==> src/rtl/rtcIrqPkg.sv <==
package rtcIrqPkg;

  // register select codes seen on regAddr
  typedef enum logic [1:0] {
    RegRate  = 2'd0,
    RegCtrl  = 2'd1,
    RegStat  = 2'd2,
    RegSpare = 2'd3
  } regSelE;

  // strobes from the bus decoder to the datapath
  typedef struct packed {
    logic wrRate;
    logic wrCtrl;
    logic rdStat;
  } busStbT;

  localparam int EVT_N    = 3;  // periodic, alarm, update
  localparam int BIT_PER  = 2;
  localparam int BIT_ALM  = 1;
  localparam int BIT_UPD  = 0;
  localparam int FLAG_LSB = 4;  // flags and enables share byte bits 6:4
  localparam int SUM_BIT  = 7;
  localparam int BYTE_W   = 8;

endpackage

==> src/rtl/rtcRateDiv.sv <==
module rtcRateDiv #(
  parameter int RATE_W = 4
) (
  input  logic              clk,
  input  logic              rstN,
  input  logic              refTick,
  input  logic              restart,
  input  logic [RATE_W-1:0] rateSel,
  output logic              tick
);
  localparam int CNT_W = (1 << RATE_W) - 2;

  logic [CNT_W-1:0] cntQ;
  logic [CNT_W-1:0] termMask;

  // terminal count 2^(N-1)-1: bit i is set while N exceeds i+1
  for (genvar i = 0; i < CNT_W; i++) begin : gMask
    assign termMask[i] = (rateSel > RATE_W'(i + 1));
  end

  assign tick = refTick && (rateSel != '0) && (cntQ == termMask);

  always_ff @(posedge clk) begin
    if (!rstN) begin
      cntQ <= '0;
    end else if (restart || tick) begin
      cntQ <= '0;
    end else if (refTick) begin
      cntQ <= cntQ + CNT_W'(1);
    end
  end

endmodule

==> src/rtl/rtcIrqDatapath.sv <==
module rtcIrqDatapath
  import rtcIrqPkg::*;
#(
  parameter int RATE_W   = 4,
  parameter int RATE_RST = 6
) (
  input  logic              clk,
  input  logic              rstN,
  input  busStbT            stb,
  input  logic [RATE_W-1:0] rateIn,
  input  logic [EVT_N-1:0]  enIn,
  input  logic              refTick,
  input  logic              alarmHit,
  input  logic              updateDone,
  output logic [RATE_W-1:0] rateQ,
  output logic [EVT_N-1:0]  enQ,
  output logic [EVT_N-1:0]  flagQ,
  output logic              summary,
  output logic              periodTick
);

  logic [EVT_N-1:0] evt;
  logic [EVT_N-1:0] flagD;

  rtcRateDiv #(.RATE_W(RATE_W)) uDiv (
    .clk     (clk),
    .rstN    (rstN),
    .refTick (refTick),
    .restart (stb.wrRate),
    .rateSel (rateQ),
    .tick    (periodTick)
  );

  always_ff @(posedge clk) begin
    if (!rstN) begin
      rateQ <= RATE_W'(RATE_RST);
      enQ   <= '0;
    end else begin
      if (stb.wrRate) rateQ <= rateIn;
      if (stb.wrCtrl) enQ   <= enIn;
    end
  end

  always_comb begin
    evt          = '0;
    evt[BIT_PER] = periodTick;
    evt[BIT_ALM] = alarmHit;
    evt[BIT_UPD] = updateDone;
    // a clearing read loses against a same-cycle event
    flagD = (stb.rdStat ? '0 : flagQ) | evt;
  end

  always_ff @(posedge clk) begin
    if (!rstN) flagQ <= '0;
    else       flagQ <= flagD;
  end

  assign summary = |(flagQ & enQ);

endmodule

==> src/rtl/rtcIrqBusCtl.sv <==
module rtcIrqBusCtl
  import rtcIrqPkg::*;
#(
  parameter int RATE_W = 4
) (
  input  logic              regWr,
  input  logic              regRd,
  input  logic [1:0]        regAddr,
  input  logic [RATE_W-1:0] rateQ,
  input  logic [EVT_N-1:0]  enQ,
  input  logic [EVT_N-1:0]  flagQ,
  input  logic              summary,
  output busStbT            stb,
  output logic [BYTE_W-1:0] regRdData
);

  regSelE            sel;
  logic [BYTE_W-1:0] rdMux;

  assign sel = regSelE'(regAddr);

  always_comb begin
    stb        = '0;
    stb.wrRate = regWr && (sel == RegRate);
    stb.wrCtrl = regWr && (sel == RegCtrl);
    stb.rdStat = regRd && (sel == RegStat);
  end

  always_comb begin
    rdMux = '0;
    unique case (sel)
      RegRate: rdMux[RATE_W-1:0] = rateQ;
      RegCtrl: rdMux[FLAG_LSB +: EVT_N] = enQ;
      RegStat: begin
        rdMux[FLAG_LSB +: EVT_N] = flagQ;
        rdMux[SUM_BIT]           = summary;
      end
      default: rdMux = '0;
    endcase
  end

  assign regRdData = regRd ? rdMux : '0;

endmodule

==> src/rtl/rtcIrqRate.sv <==
module rtcIrqRate
  import rtcIrqPkg::*;
#(
  parameter int RATE_W   = 4,
  parameter int RATE_RST = 6
) (
  input  logic       clk,
  input  logic       rstN,
  input  logic       refTick,
  input  logic       alarmHit,
  input  logic       updateDone,
  input  logic       regWr,
  input  logic       regRd,
  input  logic [1:0] regAddr,
  input  logic [7:0] regWrData,
  output logic [7:0] regRdData,
  output logic       periodTick,
  output logic       irq
);

  busStbT            stb;
  logic [RATE_W-1:0] rateQ;
  logic [EVT_N-1:0]  enQ;
  logic [EVT_N-1:0]  flagQ;
  logic              summary;
  logic              unusedWr;

  assign unusedWr = regWrData[SUM_BIT];

  rtcIrqBusCtl #(.RATE_W(RATE_W)) uBus (
    .regWr     (regWr),
    .regRd     (regRd),
    .regAddr   (regAddr),
    .rateQ     (rateQ),
    .enQ       (enQ),
    .flagQ     (flagQ),
    .summary   (summary),
    .stb       (stb),
    .regRdData (regRdData)
  );

  rtcIrqDatapath #(.RATE_W(RATE_W), .RATE_RST(RATE_RST)) uDp (
    .clk        (clk),
    .rstN       (rstN),
    .stb        (stb),
    .rateIn     (regWrData[RATE_W-1:0]),
    .enIn       (regWrData[FLAG_LSB +: EVT_N]),
    .refTick    (refTick),
    .alarmHit   (alarmHit),
    .updateDone (updateDone),
    .rateQ      (rateQ),
    .enQ        (enQ),
    .flagQ      (flagQ),
    .summary    (summary),
    .periodTick (periodTick)
  );

  assign irq = summary;

endmodule

==> config.mk <==
export PLATFORM = sky130hd
export DESIGN_NAME = rtcIrqRate
export DESIGN_NICKNAME = d
export VERILOG_FILES = /design/src/rtl/rtcIrqPkg.sv /design/src/rtl/rtcRateDiv.sv /design/src/rtl/rtcIrqDatapath.sv /design/src/rtl/rtcIrqBusCtl.sv /design/src/rtl/rtcIrqRate.sv
export SDC_FILE = /design/constraint.sdc
export NUM_CORES = 1
export LEC_CHECK = 0
export BUFFER_PORTS_ARGS = -buffer_cell sky130_fd_sc_hd__buf_4
export CAP_MARGIN = 20
export CORE_AREA = 3 3 56 58
export CTS_CLUSTER_DIAMETER = 30
export CTS_CLUSTER_SIZE = 10
export DETAILED_ROUTE_END_ITERATION = 7
export DIE_AREA = 0 0 59 61
export GPL_TIMING_DRIVEN = 0
export PLACE_DENSITY = 0.9
export RECOVER_POWER = 25
export SLEW_MARGIN = 10
export SYNTH_ARGS = -nofsm -noshare
export SYNTH_HDL_FRONTEND = slang
export SYNTH_HIERARCHICAL = 1
export SYNTH_SLANG_ARGS = --single-unit
==> constraint.sdc <==
create_clock -name clk -period 4.2 [get_ports clk]
set_input_delay 0.42 -clock clk [delete_from_list [all_inputs] [get_ports clk]]
set_output_delay 0.42 -clock clk [all_outputs]
set_load 0.01 [all_outputs]
Yosys cells after proc, flatten, opt, wreduce, memory -nomap -nowiden
Index checks and enable logic that the tools add are counted.
- input port bits: 17
- output and inout port bits: 10
- register bits: 24
- mux-type cells: 5
- add/sub/neg operators: 1
- magnitude comparators: 14
- eq/ne operators: 3
- reductions and logical operators: 10
- bitwise operators: 3
- operators by type and width (operator ; count):
    4-bit greater-than comparator (second input constant) ; 7
    4-bit by 3-bit greater-than comparator with 1-bit output (second input constant) ; 4
    14-bit by 1-bit adder with 14-bit output (second input constant) ; 1
    14-bit equality test ; 1
    4-bit by 2-bit greater-than comparator with 1-bit output (second input constant) ; 2
    8-bit two-way mux ; 1
    3-bit case mux with 2 select lines ; 1
    1-bit logical AND ; 5
    4-bit by 1-bit greater-than comparator with 1-bit output (second input constant) ; 1
    4-bit two-way mux ; 1
    4-bit nonzero test ; 1
    3-bit bitwise AND ; 1
    3-bit two-way mux ; 1
    3-bit bitwise OR ; 1
    3-bit OR reduction ; 1
    2-bit by 1-bit equality test with 1-bit output (second input constant) ; 1
    2-bit equality test (second input constant) ; 1
    2-bit zero test ; 1
    2-bit OR reduction ; 1
    1-bit logical OR ; 1
    1-bit two-way mux ; 1
    1-bit NOT ; 1

Longest topological paths before layout
Gate-level depths: netlist (run 1).
- word-level depth: 5
- mapped depth: 9
- mapped depth without buffers: 7

Hierarchy
The synthesis (run 1) kept the hierarchy.
- modules (own cells, without submodules) (module ; seq. area each (um2) ; cells an instance ; instances ; area each (um2)):
    rtcRateDiv ; 280.3 ; 143 ; 1 ; 1078.5
    rtcIrqDatapath ; 200.2 ; 34 ; 1 ; 376.6
    rtcIrqBusCtl ; 0.0 ; 20 ; 1 ; 142.6

Least setup slack after synthesis (run 1)
No wires, ideal clock.
- path type: register -> output
- from: register uDp.rateQ[0]
- to: output periodTick
- arrival: 2.088 ns
- buffers on the path: 2
- slack: 1.692 ns
- data required time: 3.780 ns
- cell stages (with the launch flop): 8
- cells stage by stage: dfxtp_1 > buf_6 > or2_1 > o221ai_1 > or3b_1 > or4_4 > nor4b_4 > buf_6
- word-level cells in the longest chain between the ends: 3
- elaborated cells between the ends (all ways): 18
- classes of those cells: order compare (14); eq/ne (1); reduce/logical (3)
- ends and longest elaborated chain (what ; line ; source):
    start, declared ; rtcIrqDatapath.sv:15 ; output logic [RATE_W-1:0] rateQ,
    start signal, assigned ; rtcIrqDatapath.sv:36 ; rateQ <= RATE_W'(RATE_RST);
    start signal, assigned ; rtcIrqDatapath.sv:39 ; if (stb.wrRate) rateQ <= rateIn;
    4-bit by 1-bit greater-than comparator with 1-bit output (tied with other cells) ; rtcRateDiv.sv:18 ; assign termMask[i] = (rateSel > RATE_W'(i + 1));
    14-bit equality test or 1-bit logical AND (tied branches) ; rtcRateDiv.sv:21 ; assign tick = refTick && (rateSel != '0) && (cntQ == termMask);
    1-bit logical AND (*) ; rtcRateDiv.sv:21 ;
    end, declared ; rtcIrqRate.sv:17 ; output logic periodTick,
Every way passes the cells marked *; elsewhere a longest branch is shown, timed or not.

Final worst setup path (run 1)
- from: register uDp.rateQ[1]
- to: output periodTick
Same word-level chain as after synthesis.

==> flow_summary.ini, run 1 <==
[worst_setup_path]
start_kind = flip-flop
worst_setup_path_end_kind = output pin
crit_fanout = 11
critPathKind = reg -> out
required_ps = 3780
cp.arrival_ps = 2840

[clocking]
htreeDepth = 1
cts-root-buf = clkbuf_4
clock-sinks = 24
cts_buffer_depth = 2
path_clk_slew_ps = 120
clk_latency_ps = 310
cts_buffers = 3
cts_tree = yes
cts_resized = 0
postCtsHoldBufs = 0
post_cts_buffers = 0

[power_and_ir_drop]
finalPower_uw = 402
ir_drop_mv = 0.179
powerDensity_nw_per_um2 = 219
pwr-share-seq = 0.592
p_clk_frac = 0.244
pwr-share-comb = 0.164
leakagePower_uw = 0.000783
power_switching_uw = 102
p_int_uw = 300
p_sw_frac = 0.254

[global_route]
grt_pass1_wl_um = 6290
grtUsageTotal = 0.226
grt_pass1_vias = 1393
antenna_found_initial = 0
grt_max_degree = 13
overflow = 0

[floorplan]
fp.dieH_um = 61
dieArea_um2 = 3600
fp.dieW_um = 59
coreArea_um2 = 2710
rows = 19
start_util = 0.590
ioPinCount = 27

[hold_path]
hp-class = in -> reg

[synthesis]
netlist_instances = 197
syn_avg_cell_area_um2 = 8.11
synth_nets = 218
ys_warn_count = 6
ys_seq_area_frac = 0.301
yosysUniqueCellTypes = 58
synth_edf_count = 0
yosys_most_used_dff = dfxtp_1
async_reset_ff_frac = 0
synth-seq-cells = 24
netlist_area_um2 = 1600

[sta]
slew_headroom = 0.622
clock_skew_ps = 2.77
hold_viol_final = 0
maxSlewViolCount = 0
tns_ps = 0
maxClockFrequency_mhz = 307
rsz0062_at_grt = no
whs_ps = 315
worstMarginPinSlew_ps = 559
period_share = 0.775
fin_ws_ps = 945
fin_crit_ps = 3260
setup_viol = 0

[status]
status = finished, final reports clean

[placed_design]
place_hpwl_um = 2710
numPortBuffers = 25
post-place-cells = 253
globalplace.congestion = 0.877
place_ws_ps = 1300

[flow_run]
cap_violations = 0

[routing]
num_vias = 1472
postRouteAntennaNets = 0
first_pass_iters = 4
wl_um = 3610
dr.first_iter.drc_count = 80
avgViaCountPerCell = 5.75
wl_per_cell_um = 14.1
drc = 0

[finish]
regArea_um2 = 480
drive_above_1_share = 0.213
syn_to_final_growth_pct = 15.1
fillerInstances = 233
layout.nets = 248
diodes = 0
multi_input_area_um2 = 980
layout.cells.non_filler = 256
[power groups by stage]
| stage | Clock [µW] | Sequential, µW | Combinational [µW] |
|---|---|---|---|
| global route | 106 | 239 | 74.3 |
| floorplan | 0 | 242 | 43.5 |
| global placement | 0 | 243 | 64.6 |
| detailed placement | 0 | 243 | 66.5 |
| finish | 98.0 | 238 | 66.2 |
| CTS | 100 | 238 | 66.9 |
[cells in the mapped netlist (all sizes together) (2+ instances only)]
master | count | area [µm²]
nand3 | 6 | 30.0
a22oi | 4 | 30.0
clkbuf | 4 | 36.3
buf | 7 | 53.8
nor2b | 9 | 56.3
dfxtp | 24 | 480
o22ai | 2 | 18.8
o21a | 3 | 22.5
nand2 | 24 | 92.6
and3 | 7 | 50.1
nor3 | 3 | 15.0
and2 | 3 | 20.0
o21ai | 8 | 40.0
nand4 | 2 | 12.5
xnor2 | 8 | 70.1
nor2 | 23 | 86.3
xor2 | 5 | 43.8
mux2i | 8 | 80.1
inv | 10 | 37.5
ha | 4 | 50.1
a21oi | 6 | 30.0
[worst max-delay path, stage by stage (launching register included)]
cell and delay, ps:
dfxtp_1 390, buf_4 190, nand2_1 140, o21ai_1 140, or3b_1 350, or4_4 500
nor4b_4 470, buf_6 210, buf_4 130
[sequential cells by signal, indices dropped and copies added (netlist names)]
signal,flops
uDp/uDiv/cntQ,14
uDp/flagQ,3
uDp/enQ,3
uDp/rateQ,4
[area by class of cell]
type | instances | share of cell area
Tap cell | 31 | 0.0211
Inverter | 10 | 0.0204
Multi-Input combinational cell | 151 | 0.533
Timing Repair Buffer | 25 | 0.100
Sequential cell | 24 | 0.261
Clock buffer | 3 | 0.0122
Buffer | 12 | 0.0524
[stage by stage]
stage | utilization | cell area [µm²]
final | 0.679 | 1840
after global routing | 0.679 | 1840
after CTS | 0.681 | 1850
after detailed placement | 0.673 | 1820
after global placement | 0.673 | 1820
after floorplan | - | 1600
[per-layer routing]
layer | wire, µm | vias up | global-route usage
met1 | 1590 | 681 | 0.293
met3 | 200 | 4 | 0.0234
met4 | 53 | 0 | 0.0939
met2 | 1760 | 49 | 0.385
met5 | 0 | - | 0
li1 | - | 738 | -
[placed cells by master, fill, tap and decap left out, types with 2 or more instances in the layout]
| cell | synthesis | routed |
|---|---|---|
| nor2_1 | 23 | 23 |
| nor3_1 | 3 | 3 |
| ha_1 | 4 | 4 |
| and3_1 | 2 | 2 |
| nand4_1 | 2 | 2 |
| clkbuf_1 | 1 | 3 |
| mux2i_1 | 8 | 8 |
| clkbuf_8 | 2 | 2 |
| and2_0 | 0 | 2 |
| nand3_1 | 6 | 6 |
| o21a_1 | 3 | 3 |
| a22oi_1 | 4 | 4 |
| and3_2 | 5 | 5 |
| o21ai_0 | 7 | 7 |
| inv_1 | 10 | 10 |
| xnor2_1 | 8 | 8 |
| a21oi_1 | 6 | 6 |
| nor2b_1 | 9 | 9 |
| buf_4 | 3 | 25 |
| xor2_1 | 5 | 5 |
| dfxtp_1 | 24 | 24 |
| buf_6 | 2 | 2 |
| clkbuf_4 | 0 | 4 |
| nand2_1 | 23 | 23 |
[logic make-up after synthesis]
family	Yosys count	synth area share
and+or+nand+nor	87	0.285
xor gates and xnor gates	13	0.0713
AOI/OAI and AO/OA	39	0.175
muxes	8	0.0501
DFF	24	0.301
adders and majority gates	4	0.0313
buffers and inverters	22	0.0861
[worst paths after layout]
| check | start | to | slack, ps | cells past startpoint |
|---|---|---|---|---|
| setup / recovery | uDp/rateQ[1] | periodTick | 940 | 8 |
| hold / removal | regWrData[2] | uDp/rateQ[2] | 310 | 3 |
| setup reg to reg | uDp/rateQ[1] | uDp/flagQ[2] | 1640 | 8 |
| hold reg to reg | uDp/rateQ[3] | uDp/rateQ[3] | 550 | 2 |
(Power assumes the default switching activity.)
==> run 2, diff against run 1 <==
Settings changed: ABC_AREA from default to 1, CORE_AREA 3 3 56 58 to 3 3 58 60, DIE_AREA 0 0 59 61 to 0 0 61 63, PLACE_DENSITY 0.9 to 0.84.
Clock period 4.2 ns to 3.05 ns, I/O delays scaled along.
==> run 2 against run 1 <==
Highest routed layer unchanged. First-iteration DRC count up 24%. Critical path type unchanged. Area after synthesis down 1.1%. Sequential cell count unchanged. Cell count up 28%.
==> flow_summary.ini, run 2 <==
[clocking]
cts_tree = yes
cts_buffers = 3
clock-sinks = 24
htreeDepth = 1
post_cts_buffers = 0
cts-root-buf = clkbuf_4
path_clk_slew_ps = 130
postCtsHoldBufs = 0
cts_buffer_depth = 2
cts_resized = 0
clk_latency_ps = 320

[sta]
whs_ps = 183
worstMarginPinSlew_ps = 516
tns_ps = 0
maxSlewViolCount = 0
clock_skew_ps = 3.80
setup_viol = 0
hold_viol_final = 0
period_share = 0.741
fin_crit_ps = 2260
slew_headroom = 0.654
maxClockFrequency_mhz = 443
rsz0062_at_grt = no

[power_and_ir_drop]
pwr-share-seq = 0.497
p_clk_frac = 0.347
pwr-share-comb = 0.156
leakagePower_uw = 0.000891
power_switching_uw = 169
p_int_uw = 498
p_sw_frac = 0.253
ir_drop_mv = 0.262
powerDensity_nw_per_um2 = 360

[routing]
drc = 0
wl_um = 3600
avgViaCountPerCell = 5.01
postRouteAntennaNets = 0
wl_per_cell_um = 11.0
dr.first_iter.drc_count = 99
num_vias = 1643
first_pass_iters = 5

[worst_setup_path]
start_kind = flip-flop
critPathKind = reg -> out
rr_worst_depth = 11
cp.arrival_ps = 1950
rr_startpoint = uDp/rateQ[3]
r2r_end = uDp/uDiv/cntQ[12]
required_ps = 2740
crit_fanout = 9
worst_setup_path_end_kind = output pin
reg2reg_slack_ps = 1270

[synthesis]
synth.most_common_cell = nand2_1
yosys.area_share.simple = 0.407
yosysUniqueCellTypes = 24
yosys_most_used_dff = dfxtp_1
synth_area_leaders = dfxtp_1, nand2_1, nor2_1
async_reset_ff_frac = 0
ys_warn_count = 6
muxShareOfSynthArea = 0
netlist_area_um2 = 1580
synthAdderAreaFrac = 0.0317
netlist_instances = 266
syn_avg_cell_area_um2 = 5.94
synth_common_cells = nand2_1, nor2_1, inv_1, nand3_1, dfxtp_1
synth_nets = 287
synth_edf_count = 0
yosysTopAreaCell = dfxtp_1
synth_top_area_frac = 0.304
ys_seq_area_frac = 0.304
synth_compound_area_frac = 0.0689
synth-seq-cells = 24
synth_xor_xnor_area_share = 0.0610
synth_top_family_by_area = simple AND/OR/NAND/NOR gates

[floorplan]
fp.dieH_um = 63
start_util = 0.531
coreArea_um2 = 2980
fp.dieW_um = 61
rows = 20
ioPinCount = 27
dieArea_um2 = 3840

[placed_design]
numPortBuffers = 25
globalplace.congestion = 0.887
place_hpwl_um = 2830
post-place-cells = 324

[finish]
top_register = uDp/uDiv/cntQ
top_regs = uDp/uDiv/cntQ x14, uDp/rateQ x4
diodes = 0
syn_to_final_growth_pct = 17.3
layout.nets = 317
largest_reg_flops = 14
utilization = 0.623
layout.cells.non_filler = 328
drive_above_1_share = 0.132
layout_commonest_cell = nand2_1
layout_common_cells = nand2_1, nor2_1, inv_1

[flow_run]
cap_violations = 0

[global_route]
grt_pass1_vias = 1482
grtUsageTotal = 0.210
overflow = 0
antenna_found_initial = 0
grt_max_degree = 15
grt_pass1_wl_um = 6290

[hold_path]
hold_start = regWrData[2]
hp-class = in -> reg
hold_end = uDp/rateQ[2]
min_path_cells = 3

[status]
status = finished, final reports clean
==> run 2: cell types whose count changed in the layout (fill, tap and decap cells not counted), moves of 4 or more <==
cell,previous run,this run
mux2i_1,8,0
nand2_1,23,75
and3_2,5,0
inv_1,10,42
nor2_1,23,44
xor2_1,5,10
inv_2,0,4
nand3_1,6,25
nor2b_1,9,0
xnor2_1,8,1
==> run 2: cells by family (layout without fill, tap and decap cells) <==
logic type,Yosys count,after routing
xor+xnor,11,11
buf+inv,52,81
compound gates,20,20
flops,24,24
simple gates,155,155
fa+ha+maj,4,4
==> run 2: routing by layer <==
layer / global-route usage / vias to the layer above / wire, µm
met5: 0 / - / 0
met4: 0.0488 / 0 / 55
met1: 0.290 / 709 / 1660
met3: 0.0434 / 8 / 223
met2: 0.329 / 57 / 1660
li1: - / 869 / -
==> run 2: how the worst max path moves through the flow <==
stage / cells past startpoint / endpoint / slack [ps] / from
after floorplan: 8 / periodTick / 1480 / uDp/rateQ[3]
after global placement: 9 / periodTick / 1180 / uDp/rateQ[3]
after CTS: 9 / periodTick / 800 / uDp/rateQ[3]
after global routing: 10 / periodTick / 630 / uDp/rateQ[3]
final: 9 / periodTick / 790 / uDp/rateQ[3]
after detailed placement: 9 / periodTick / 1190 / uDp/rateQ[3]
==> run 2: cell type report <==
class,instances,area [µm²]
Clock inverter,1,30.0
Sequential cell,24,480
Fill cell,298,1120
Inverter,49,184
Buffer,3,17.5
Multi-Input combinational cell,190,898
Timing Repair Buffer,25,180
Tap cell,33,41.3
Clock buffer,3,22.5
==> run 2: worst max-delay path, cell delays in order (launching register included) <==
cell and delay, ps:
dfxtp_1 390, buf_2 230, nand2_2 150, nor2_1 140
nand2_1 50, nand2_1 100, nand4_1 80, nand3b_1 190
nor2_1 160, buf_4 150
==> run 2: stage by stage <==
step / power (µW) / cell area (µm²) / setup WS, ps
after floorplan: 404 / 1580 / 1480
after global placement: 440 / 1810 / 1180
after detailed placement: 442 / 1810 / 1190
after CTS: 674 / 1860 / 795
after global routing: 704 / 1850 / 626
final: 667 / 1850 / 791
==> run 2: power by group through the flow <==
stage | clock network [µW] | logic (µW) | registers (µW)
final | 232 | 104 | 332
after global routing | 252 | 119 | 334
after CTS | 238 | 104 | 332
after detailed placement | 0 | 103 | 339
after global placement | 0 | 102 | 338
after floorplan | 0 | 67.7 | 336
==> run 3, diff against run 2 <==
Clock period 3.05 ns to 2.25 ns, I/O delays scaled along.
==> run 3 against run 2 <==
Clock skew is 2.7 ps higher. Die area did not move. Utilization up 0.63 points. Sequential cell count unchanged. Clock power rose by 36%. Worst setup slack got worse by 680 ps. Count of clock-buffer cells in the layout unchanged. Critical path type unchanged.
==> flow_summary.ini, run 3 (same netlist as run 2, synthesis figures left out) <==
[status]
status = finished, final reports clean

[floorplan]
ioPinCount = 27
dieArea_um2 = 3840
coreArea_um2 = 2980
start_util = 0.531
fp.dieW_um = 61
rows = 20
fp.dieH_um = 63

[clocking]
path_clk_slew_ps = 130
htreeDepth = 1
postCtsHoldBufs = 0
cts_buffers = 3
clock-sinks = 24
cts-root-buf = clkbuf_4
post_cts_buffers = 0
cts_resized = 0
clk_latency_ps = 330
cts_buffer_depth = 2
cts_tree = yes

[finish]
layout_common_cells = nand2_1, nor2_1, inv_1
top_regs = uDp/uDiv/cntQ x14, uDp/rateQ x4
syn_to_final_growth_pct = 18.5
fillerInstances = 292
diodes = 0
layout.nets = 317
utilization = 0.629
largest_reg_flops = 14
layout_commonest_cell = nand2_1
top_register = uDp/uDiv/cntQ
drive_above_1_share = 0.146

[global_route]
grt_pass1_wl_um = 6290
grtUsageTotal = 0.210
grt_max_degree = 15
grt_pass1_vias = 1482
overflow = 0
antenna_found_initial = 0

[worst_setup_path]
crit_chain = buf_2 -> nor2_1 -> o21ai_1 -> nand2_1 -> nand4_1 -> nand3b_1 -> nor2_1 -> buf_4
cp.arrival_ps = 1910
slowest_stage = dfxtp_1
cp_top_family = simple AND/OR/NAND/NOR gates
required_ps = 2030
critPathKind = reg -> out
crit_fanout = 8
worst_setup_path_end_kind = output pin
path_buf_inv = 2
cp_common_cell = nor2_1
cp-startpoint = uDp/rateQ[1]
start_kind = flip-flop
max_stage_delay_ps = 350
rr_startpoint = uDp/rateQ[3]

[power_and_ir_drop]
ir_drop_mv = 0.356
leakagePower_uw = 0.000893
powerDensity_nw_per_um2 = 486
finalPower_uw = 911

[hold_path]
hold_start = regWrData[2]
hp-class = in -> reg

[sta]
slew_headroom = 0.652
fin_crit_ps = 2140
setup_viol = 0
maxClockFrequency_mhz = 468
rsz0062_at_grt = no
fin_ws_ps = 112
period_share = 0.950
worstMarginPinSlew_ps = 518
maxSlewViolCount = 0
tns_ps = 0
clock_skew_ps = 6.47
hold_viol_final = 0

[routing]
avgViaCountPerCell = 5.01
first_pass_iters = 5
wl_um = 3640
drc = 0
postRouteAntennaNets = 0
wl_per_cell_um = 11.1
num_vias = 1644
dr.first_iter.drc_count = 122

[flow_run]
cap_violations = 0

[placed_design]
globalplace.congestion = 0.887
numPortBuffers = 25
place_ws_ps = 470
place_hpwl_um = 2830
-- run 3: changes by cell type in the layout (fill, tap and decap cells not counted) --
| cell | previous run | this run |
|---|---|---|
| buf_2 | 2 | 1 |
| inv_4 | 0 | 1 |
| a21oi_2 | 0 | 1 |
| a21oi_1 | 9 | 8 |
| clkbuf_4 | 3 | 4 |
| inv_2 | 4 | 3 |
| dfxtp_2 | 0 | 2 |
| dfxtp_1 | 24 | 22 |
| nand2_4 | 0 | 1 |
| nand2_1 | 75 | 74 |
-- run 3: metrics by stage --
| stage | area [µm²] | instances | hold WS (ps) |
|---|---|---|---|
| 2_1_floorplan | 1580 | 266 | 309 |
| 3_3_place_gp | 1810 | 324 | 442 |
| 3_5_place_dp | 1810 | 324 | 448 |
| 4_1_cts | 1860 | 328 | 101 |
| 5_1_grt | 1870 | 328 | 105 |
| 6_report | 1870 | 328 | 98.9 |
-- run 3: worst reg2reg max path: cells and delay by family, from the launching register on --
family,cells,cell delay (ps)
buf+inv,3,440
simple gates,9,880
flops,1,360
-- run 3: power breakdown --
group,internal (µW),switching (µW),leakage [µW]
combinational,59.4,84.2,0.000670
clock,180,136,0.0000279
sequential,438,12.9,0.000195
total,677,233,0.000893
-- run 3: per-layer routing --
metal | share of wire | vias up | global-route usage
li1 | - | 869 | -
met3 | 0.062 | 6 | 0.0434
met1 | 0.45 | 717 | 0.290
met4 | 0.015 | 0 | 0.0488
met5 | 0 | - | 0
met2 | 0.47 | 52 | 0.329
-- run 3: final timing paths --
path | slack, ps | cells after the start | to
hold reg to reg | 480 | 2 | uDp/flagQ[0]
setup / recovery | 110 | 8 | periodTick
setup reg to reg | 470 | 12 | uDp/uDiv/cntQ[12]
hold / removal | 100 | 3 | uDp/rateQ[2]
-- run 3: cell type report --
class	count	area (µm²)	share of cell area
clock buffers	3	22.5	0.0120
multi-input cells	190	910	0.486
repair buffers	25	180	0.0962
flip-flops and latches	24	483	0.258
clock inverters	1	30.0	0.0160
well taps	33	41.3	0.0220
plain buffers	3	20.0	0.0107
inverters	49	186	0.0995
